$ cat src/rtl/exc_pkg.sv
package exc_pkg;

    typedef struct packed {
        logic wt;   // wait enable
        logic ce;   // critical enable
        logic ee;   // external enable
        logic pr;   // problem state
        logic ae;   // auxiliary enable
        logic me;   // machine-check enable
        logic ir;   // instruction relocate
        logic dr;   // data relocate
        logic de;   // debug enable
    } msr_t;

    localparam int MSR_W = $bits(msr_t);

    typedef enum logic [2:0] {
        IC_OTHER  = 3'd0,
        IC_BLKZ   = 3'd1,
        IC_CRD    = 3'd2,
        IC_LDRSV  = 3'd3,
        IC_STCOND = 3'd4
    } iclass_e;

    typedef enum logic [2:0] {
        CS_NONE,
        CS_ALIGN,
        CS_RFI,
        CS_EXT,
        CS_MSRW
    } cause_e;

    localparam int          VEC_LO_W  = 16;
    localparam logic [15:0] OFS_EXT   = 16'h0500;
    localparam logic [15:0] OFS_ALIGN = 16'h0600;

    function automatic msr_t msr_on_entry(input msr_t m);
        msr_t r;
        r    = '0;
        r.ce = m.ce;
        r.me = m.me;
        r.de = m.de;
        return r;
    endfunction

    function automatic logic needs_word(input iclass_e c);
        return (c == IC_CRD) || (c == IC_LDRSV) || (c == IC_STCOND);
    endfunction

endpackage

$ cat src/rtl/exc_align_detect.sv
module exc_align_detect
    import exc_pkg::*;
(
    input  logic       valid,
    input  iclass_e    cls,
    input  logic [1:0] ea_lo,
    input  logic       nocache,
    input  logic       wthru,
    output logic       fault
);
    logic blkz_bad;
    logic word_bad;

    always_comb begin
        blkz_bad = (cls == IC_BLKZ) && (nocache || wthru);
        word_bad = needs_word(cls) && (ea_lo != 2'b00);
        fault    = valid && (blkz_bad || word_bad);
    end
endmodule

$ cat src/rtl/exc_arbiter.sv
module exc_arbiter
    import exc_pkg::*;
(
    input  logic   align_fault,
    input  logic   rfi,
    input  logic   ext_irq,
    input  logic   ee,
    input  logic   msr_we,
    output cause_e cause
);
    always_comb begin
        if (align_fault)          cause = CS_ALIGN;
        else if (rfi)             cause = CS_RFI;
        else if (ext_irq && ee)   cause = CS_EXT;
        else if (msr_we)          cause = CS_MSRW;
        else                      cause = CS_NONE;
    end
endmodule

$ cat src/rtl/exc_state.sv
module exc_state
    import exc_pkg::*;
#(
    parameter int XLEN  = 32,
    parameter int PFX_W = 16
) (
    input  logic             clk,
    input  logic             rst,
    input  cause_e           cause,
    input  logic [XLEN-1:0]  instr_pc,
    input  logic [XLEN-1:0]  next_pc,
    input  logic [XLEN-1:0]  eff_addr,
    input  msr_t             msr_wdata,
    input  logic             pfx_we,
    input  logic [PFX_W-1:0] pfx_wdata,
    output msr_t             msr_q,
    output logic [XLEN-1:0]  srr0_q,
    output msr_t             srr1_q,
    output logic [XLEN-1:0]  fa_q,
    output logic             redirect_q,
    output logic [XLEN-1:0]  redirect_pc_q
);
    localparam int LO_W = XLEN - PFX_W;

    logic [PFX_W-1:0] pfx_q;
    logic             entering;

    assign entering = (cause == CS_ALIGN) || (cause == CS_EXT);

    always_ff @(posedge clk) begin
        if (rst) begin
            msr_q         <= '0;
            srr0_q        <= '0;
            srr1_q        <= '0;
            fa_q          <= '0;
            pfx_q         <= '0;
            redirect_q    <= 1'b0;
            redirect_pc_q <= '0;
        end else begin
            redirect_q <= 1'b0;
            if (pfx_we) pfx_q <= pfx_wdata;
            unique case (cause)
                CS_ALIGN: begin
                    srr0_q        <= instr_pc;
                    srr1_q        <= msr_q;
                    fa_q          <= eff_addr;
                    msr_q         <= msr_on_entry(msr_q);
                    redirect_q    <= 1'b1;
                    redirect_pc_q <= {pfx_q, OFS_ALIGN[LO_W-1:0]};
                end
                CS_EXT: begin
                    srr0_q        <= next_pc;
                    srr1_q        <= msr_q;
                    msr_q         <= msr_on_entry(msr_q);
                    redirect_q    <= 1'b1;
                    redirect_pc_q <= {pfx_q, OFS_EXT[LO_W-1:0]};
                end
                CS_RFI: begin
                    msr_q         <= srr1_q;
                    redirect_q    <= 1'b1;
                    redirect_pc_q <= srr0_q;
                end
                CS_MSRW: msr_q <= msr_wdata;
                default: ;
            endcase
        end
    end


    entry_clear_chk: assert property (@(posedge clk) disable iff (rst)
        entering |=> (!msr_q.wt && !msr_q.ee && !msr_q.pr && !msr_q.ae && !msr_q.ir && !msr_q.dr));


    entry_keep_chk: assert property (@(posedge clk) disable iff (rst)
        entering |=> (msr_q.ce == $past(msr_q.ce) && msr_q.me == $past(msr_q.me) && msr_q.de == $past(msr_q.de)));


    redirect_pulse_chk: assert property (@(posedge clk) disable iff (rst)
        redirect_q |=> (!redirect_q || $past(cause) != CS_NONE));


    align_vec_chk: assert property (@(posedge clk) disable iff (rst)
        (cause == CS_ALIGN) |=> (redirect_q && redirect_pc_q[LO_W-1:0] == OFS_ALIGN[LO_W-1:0] && fa_q == $past(eff_addr)));


    rfi_restore_chk: assert property (@(posedge clk) disable iff (rst)
        (cause == CS_RFI) |=> (msr_q == $past(srr1_q) && redirect_pc_q == $past(srr0_q) && redirect_q));


    fa_hold_chk: assert property (@(posedge clk) disable iff (rst)
        (cause != CS_ALIGN) |=> $stable(fa_q));
endmodule

$ cat src/rtl/exc_unit.sv
module exc_unit
    import exc_pkg::*;
#(
    parameter int XLEN = 32
) (
    input  logic                     clk,
    input  logic                     rst,
    input  logic                     instr_valid,
    input  logic [2:0]               instr_class,
    input  logic [XLEN-1:0]          instr_pc,
    input  logic [XLEN-1:0]          next_pc,
    input  logic [XLEN-1:0]          eff_addr,
    input  logic                     attr_nocache,
    input  logic                     attr_wthru,
    input  logic                     ext_irq,
    input  logic                     rfi,
    input  logic                     msr_we,
    input  logic [8:0]               msr_wdata,
    input  logic                     pfx_we,
    input  logic [XLEN-VEC_LO_W-1:0] pfx_wdata,
    output logic                     kill,
    output logic                     redirect,
    output logic [XLEN-1:0]          redirect_pc,
    output logic [8:0]               msr_o,
    output logic [XLEN-1:0]          srr0_o,
    output logic [8:0]               srr1_o,
    output logic [XLEN-1:0]          fault_addr_o
);
    localparam int PFX_W = XLEN - VEC_LO_W;

    logic   align_fault;
    cause_e cause;
    msr_t   msr_q;
    msr_t   srr1_q;

    exc_align_detect u_detect (
        .valid   (instr_valid),
        .cls     (iclass_e'(instr_class)),
        .ea_lo   (eff_addr[1:0]),
        .nocache (attr_nocache),
        .wthru   (attr_wthru),
        .fault   (align_fault)
    );

    exc_arbiter u_arb (
        .align_fault (align_fault),
        .rfi         (rfi),
        .ext_irq     (ext_irq),
        .ee          (msr_q.ee),
        .msr_we      (msr_we),
        .cause       (cause)
    );

    exc_state #(.XLEN(XLEN), .PFX_W(PFX_W)) u_state (
        .clk           (clk),
        .rst           (rst),
        .cause         (cause),
        .instr_pc      (instr_pc),
        .next_pc       (next_pc),
        .eff_addr      (eff_addr),
        .msr_wdata     (msr_t'(msr_wdata)),
        .pfx_we        (pfx_we),
        .pfx_wdata     (pfx_wdata),
        .msr_q         (msr_q),
        .srr0_q        (srr0_o),
        .srr1_q        (srr1_q),
        .fa_q          (fault_addr_o),
        .redirect_q    (redirect),
        .redirect_pc_q (redirect_pc)
    );

    assign kill   = align_fault;
    assign msr_o  = msr_q;
    assign srr1_o = srr1_q;


    ext_gate_chk: assert property (@(posedge clk) disable iff (rst)
        (ext_irq && !msr_q.ee && !align_fault && !rfi) |=> !redirect);


    align_first_chk: assert property (@(posedge clk) disable iff (rst)
        (align_fault && ext_irq) |=> (srr0_o == $past(instr_pc)));
endmodule

$ cat config.mk
export PLATFORM = sky130hd
export DESIGN_NAME = exc_unit
export DESIGN_NICKNAME = d
export VERILOG_FILES = /design/src/rtl/exc_pkg.sv /design/src/rtl/exc_align_detect.sv /design/src/rtl/exc_arbiter.sv /design/src/rtl/exc_state.sv /design/src/rtl/exc_unit.sv
export SDC_FILE = /design/constraint.sdc
export NUM_CORES = 1
export LEC_CHECK = 0
export BUFFER_PORTS_ARGS = -buffer_cell sky130_fd_sc_hd__buf_2
export CORE_ASPECT_RATIO = 0.7
export CORE_MARGIN = 10
export CORE_UTILIZATION = 42
export DETAILED_ROUTE_END_ITERATION = 10
export GPL_TIMING_DRIVEN = 0
export PLACE_DENSITY = 0.74
export REMOVE_ABC_BUFFERS = 1
export SLEW_MARGIN = 15
export SYNTH_ARGS = -nofsm -noshare
export SYNTH_HDL_FRONTEND = slang
export SYNTH_SLANG_ARGS = --single-unit
$ cat constraint.sdc
create_clock -name clk -period 1.3 [get_ports clk]
set_input_delay 0.13 -clock clk [delete_from_list [all_inputs] [get_ports clk]]
set_output_delay 0.13 -clock clk [all_outputs]
set_load 0.01 [all_outputs]
==> impl_metrics.json, run 1 <==
{
  "rows": 34,
  "worstHoldPathType": "in -> reg",
  "drt_wl_total_mm": 22.8,
  "ys_seq_area_frac": 0.485,
  "holdPathStages": 3,
  "cap_violations": 0,
  "fin_nets": 998,
  "h-tree-depth": 4,
  "tightest_slew_ns": 0.604,
  "first_pass_iters": 5,
  "grt_max_degree": 73,
  "synth.area.mux_share": 0.115,
  "synth_area_sq_um": 5410,
  "final_util": 0.675,
  "syn_avg_cell_area_sq_um": 9.43,
  "hold_viol_final": 0,
  "avgRoutedWirePerCell_um": 22.0,
  "period_share": 1.01,
  "synth_top_area_share": 0.485,
  "r2r-end": "u_state.redirect_pc_q[21]",
  "cts_tree": "yes",
  "die_x_um": 156,
  "setup_tns_ns": -0.0101,
  "grt_usage": 0.242,
  "synth_simple_gate_area_frac": 0.120,
  "rsz0062_at_grt": "true",
  "drive_gt1_frac": 0.428,
  "coreArea_sq_um": 12500,
  "synth_top_family_by_area": "compound AO/OA/AOI/OAI gates",
  "die_h_um": 115,
  "antenna_found_initial": 1,
  "synth-adder-area-share": 0,
  "n_antenna_cell": 0,
  "synth_xor_area_frac": 0,
  "min_period_ns": 1.31,
  "yosys.area.top_type": "dfxtp_1",
  "grt_overflow": 0,
  "clock_skew_ns": 0.00836,
  "async_reset_ff_frac": 0,
  "synth_seq_cells": 131,
  "syn_inst": 573,
  "status": "complete, but fails checks",
  "dr_total_vias": 5947,
  "cp_max_fo": 8,
  "clockBufferDepth": 2,
  "dp_hpwl_mm": 13.9,
  "slew_headroom": 0.597,
  "vias_per_cell": 5.72,
  "worstRegToRegCells": 5,
  "finalSetupViolations": 1,
  "worstSkewPairLatency_ns": 0.41,
  "leakage_nw": 3.91,
  "ir_drop_uv": 855,
  "crit_path_end_kind": "flop",
  "drtIter0Drc": 383,
  "synth.top_cells.by_count": "131 x dfxtp_1, 71 x a21oi_1, 62 x mux2i_1, 50 x nand3_1, 47 x o21ai_0",
  "fmax_mhz": 763,
  "start_util": 0.432,
  "hp-start": "eff_addr[13]",
  "clockRootBuffer": "clkbuf_16",
  "worstPathRequired_ns": 1.62,
  "io_pins": 249,
  "fin_ws_ns": -0.0101,
  "numCtsBuffers": 17,
  "yosys-top-cells-area": "dfxtp_1 49%, mux2i_1 11%, a21oi_1 6.6%",
  "start_kind": "flop",
  "ys_types": 38,
  "ant_nets": 0,
  "reg2reg_slack_ns": -0.01,
  "cp.arrival_ns": 1.63,
  "grt_pass1_vias": 6189,
  "power_density_nw_per_um2": 1320,
  "synth_most_common_cell": "dfxtp_1",
  "drc_errors": 0,
  "syn_to_final_growth_pct": 56.3,
  "grt_pass1_wl_mm": 34.5,
  "synth-edff-count": 0,
  "r2r-start": "u_state.msr_q[6]",
  "drv_slew": 0,
  "path_class": "reg -> reg",
  "cts_sinks": 131,
  "ys.flop_type": "dfxtp_1",
  "clk_pin_slew_ns": 0.06,
  "whs_endpoint": "u_state.fa_q[13]",
  "io_buffers": 248,
  "synth_compound_area_frac": 0.233,
  "yosysWarnings": 0,
  "violations": "negative setup slack",
  "dieArea_sq_um": 17900,
  "gp_congestion": 0.886,
  "holdWs_ns": 0.0131
}
-- where the power goes --
part           internal [mW]  switching [mW]
clock                   3.07            1.80
sequential              4.28           0.173
combinational          0.846            1.01
total                   8.19            2.99
-- layout by cell type (no fill, tap or decap), drive strengths merged, types with 10 or more instances in the layout --
cell type and instances:
nor2 21, dfxtp 131, nor3 18, a311oi 17, mux2i 62, a22o 13
buf 281, nand2b 16, nand3 53, o21ai 52, dlygate4sd3 38, clkbuf 20
a21oi 72, a211oi 32, nand2 10
-- state kept, by name (all words and copies together) (netlist names) --
signal                 flops
u_state.srr1_q             9
u_state.redirect_pc_q     32
u_state.msr_q              9
u_state.pfx_q             16
u_state.srr0_q            32
u_state.redirect_q         1
u_state.fa_q              32
-- area by class of cell --
cell class / count / area [sq um]
timing repair buffer: 319 / 2060
tap: 162 / 203
inverter: 3 / 11.3
multi-input combinational: 393 / 2950
clock inverter: 12 / 156
fill: 951 / 4060
clock buffer: 20 / 447
sequential: 131 / 2630
-- worst max-delay path by stage --
stage,start,end,cells after the start
floorplan,instr_class[1],u_state.redirect_pc_q[16],4
global placement,instr_class[1],u_state.redirect_pc_q[30],5
detailed placement,rfi,u_state.srr1_q[7],5
CTS,u_state.msr_q[6],u_state.redirect_pc_q[30],4
global route,u_state.msr_q[6],u_state.redirect_pc_q[21],5
finish,u_state.msr_q[6],u_state.redirect_pc_q[21],5
-- timing repair --
| item | 4_1_cts | 5_1_grt |
|---|---|---|
| pin swaps | 15 | 14 |
| hold buffers | 38 | 0 |
| setup endpoints to repair | 115 | 93 |
| endpoints found under the hold margin | 38 | 0 |
| setup buffers | 27 | 4 |
| cloned | 10 | 0 |
| gates resized for setup | 39 | 31 |
-- metal layers --
metal  vias up  wire, um  global-route usage
met5         -        13                   0
met4         2       172              0.0746
met3        22      2580              0.0862
met2       365     10700               0.391
met1      2817      9390               0.298
li1       2741         -                   -
-- per-stage QoR --
step | std cells | setup slack [ns] | area, sq um | power, mW
floorplan | 517 | -1.79 | 5160 | 5.18
global placement | 927 | -3.68 | 6600 | 5.86
detailed placement | 930 | -1.36 | 6710 | 5.95
CTS | 1036 | -0.0346 | 8240 | 11.1
global route | 1040 | -0.0821 | 8450 | 11.6
finish | 1040 | -0.0101 | 8450 | 11.2
-- worst max-delay path: stages, from the launching register on --
cell and delay, ns:
dfxtp_4 0.36, a21o_4 0.23, a21oi_4 0.18, buf_12 0.14, nand2_8 0.09, a311oi_2 0.22
-- cells by family after synthesis --
| group | after synthesis |
|---|---|
| flip-flops | 131 |
| multiplexers | 62 |
| AND/OR/NAND/NOR | 120 |
| AO/OA/AOI/OAI | 201 |
| buffers and inverters | 59 |
Power figures use the tool's default switching activity.
==> inputs of run 2 (changes only) <==
--- a/config.mk
+++ b/config.mk
@@ -13,6 +13,7 @@
 export GPL_TIMING_DRIVEN = 0
 export PLACE_DENSITY = 0.74
 export REMOVE_ABC_BUFFERS = 1
+export SKIP_CTS_REPAIR_TIMING = 1
 export SLEW_MARGIN = 15
 export SYNTH_ARGS = -nofsm -noshare
 export SYNTH_HDL_FRONTEND = slang
==> impl_metrics.json, run 2 (synthesis results as in run 1) <==
{
  "worstPathRequired_ns": 1.61,
  "slew_headroom": 0.625,
  "fin_ws_ns": -0.0767,
  "grt_pass1_vias": 5515,
  "clk_pin_slew_ns": 0.06,
  "placed_area_sq_um": 6710,
  "grt_max_degree": 73,
  "clockPowerShare": 0.440,
  "layout_common_cells": "243 x buf_2, 130 x dfxtp_1, 69 x a21oi_1",
  "ant_nets": 0,
  "swShare": 0.266,
  "power_density_nw_per_um2": 1360,
  "avgRoutedWirePerCell_um": 22.0,
  "hold_viol_final": 5,
  "fmax_mhz": 726,
  "clockRootBuffer": "clkbuf_16",
  "dieArea_sq_um": 17900,
  "reg_top3": "u_state.fa_q: 32 flops, u_state.redirect_pc_q: 32 flops, u_state.srr0_q: 32 flops",
  "cts_tree": "yes",
  "cap_violations": 0,
  "cp.arrival_ns": 1.69,
  "worstRegToRegCells": 4,
  "fin_nets": 973,
  "min_period_ns": 1.38,
  "start_util": 0.432,
  "numCtsBuffers": 17,
  "grt_pass1_wl_mm": 29.5,
  "final_area_sq_um": 8090,
  "antenna_found_initial": 2,
  "dp_hpwl_mm": 13.9,
  "tightest_slew_ns": 0.562,
  "path_cells": "a21o_4 > a21oi_4 > nand2_4 > a311oi_2",
  "drtIter0Drc": 384,
  "ir_drop_uv": 833,
  "reg2reg_slack_ns": -0.08,
  "rsz0062_at_grt": "true",
  "gp_congestion": 0.886,
  "violations": "negative hold slack, negative setup slack",
  "p_int_mw": 8.10,
  "start_kind": "flop",
  "cp_max_fo": 8,
  "leakage_nw": 3.76,
  "die_h_um": 115,
  "drt_wl_total_mm": 22.4,
  "clockBufferDepth": 2,
  "vias_per_cell": 5.72,
  "finalSetupViolations": 25,
  "first_pass_iters": 5,
  "grt_usage": 0.202,
  "n_antenna_cell": 0,
  "cp-startpoint": "u_state.msr_q[6]",
  "io_pins": 249,
  "sequentialPowerShare": 0.403,
  "syn_to_final_growth_pct": 49.7,
  "r2r-end": "u_state.redirect_pc_q[30]",
  "mostFrequentLayoutCell": "buf_2",
  "h-tree-depth": 4,
  "final_util": 0.647,
  "r2r-start": "u_state.msr_q[6]",
  "crit_path_end_kind": "flop",
  "critPathMaxStageDelay_ns": 0.38,
  "drv_slew": 0,
  "regArea_sq_um": 2630,
  "cpMaxStageDelayCell": "dfxtp_4",
  "period_share": 1.06,
  "fillCellCount": 1004,
  "drc_errors": 0,
  "rows": 34,
  "power_mw": 11.0,
  "drive_gt1_frac": 0.415,
  "die_x_um": 156,
  "p_switching_mw": 2.93,
  "multi_input_area_sq_um": 2890,
  "coreArea_sq_um": 12500,
  "status": "complete, but fails checks",
  "power_frac_comb": 0.157,
  "worstHoldPathType": "in -> reg",
  "io_buffers": 248,
  "holdWs_ns": -0.00971,
  "path_class": "reg -> reg",
  "endpoint": "u_state.redirect_pc_q[30]",
  "clock_skew_ns": 0.0113,
  "cts_sinks": 131,
  "worstSkewPairLatency_ns": 0.41,
  "dr_total_vias": 5804,
  "grt_overflow": 0
}
==> run 2: area by class of cell <==
type	instances	share of cell area
Clock inverter	12	0.0193
Tap cell	162	0.0251
Timing Repair Buffer	294	0.217
Multi-Input combinational cell	393	0.357
Sequential cell	131	0.325
Clock buffer	20	0.0552
Inverter	3	0.00139
==> run 2: power groups by stage <==
stage	sequential, mW	combinational (mW)	clock [mW]
finish	4.45	1.73	4.86
global route	4.47	1.87	5.08
CTS	4.44	1.44	4.91
detailed placement	4.52	1.43	0
global placement	4.51	1.36	0
floorplan	4.60	0.572	0
==> run 2: critical path: cells and delay by family, from the launching register on <==
| kind | cells | cell delay (ns) |
|---|---|---|
| AND/OR/NAND/NOR | 1 | 0.17 |
| flip-flops | 1 | 0.38 |
| AO/OA/AOI/OAI | 3 | 0.74 |
==> run 2: worst min-delay path by stage <==
stage | from | end | cells past startpoint
CTS | pfx_wdata[9] | u_state.pfx_q[9] | 3
floorplan | rst | u_state.fa_q[0] | 1
global route | eff_addr[25] | u_state.fa_q[25] | 3
detailed placement | pfx_wdata[9] | u_state.pfx_q[9] | 3
global placement | pfx_wdata[2] | u_state.pfx_q[2] | 3
finish | eff_addr[4] | u_state.fa_q[4] | 3
==> run 2: stage by stage <==
step                setup WS (ns)  std cells  setup TNS [ns]
global route               -0.130       1015           -2.20
global placement            -3.68        927         -326.39
CTS                         -1.25        962          -64.28
floorplan                   -1.79        517         -157.50
detailed placement          -1.36        930          -96.96
finish                    -0.0767       1015          -0.636
==> run 2: routing by layer <==
layer,global-route usage,part of all wire,vias to the layer above
li1,-,-,2696
met2,0.323,0.46,297
met3,0.0981,0.11,30
met1,0.233,0.41,2777
met4,0.0728,0.013,4
met5,0,0.0014,-
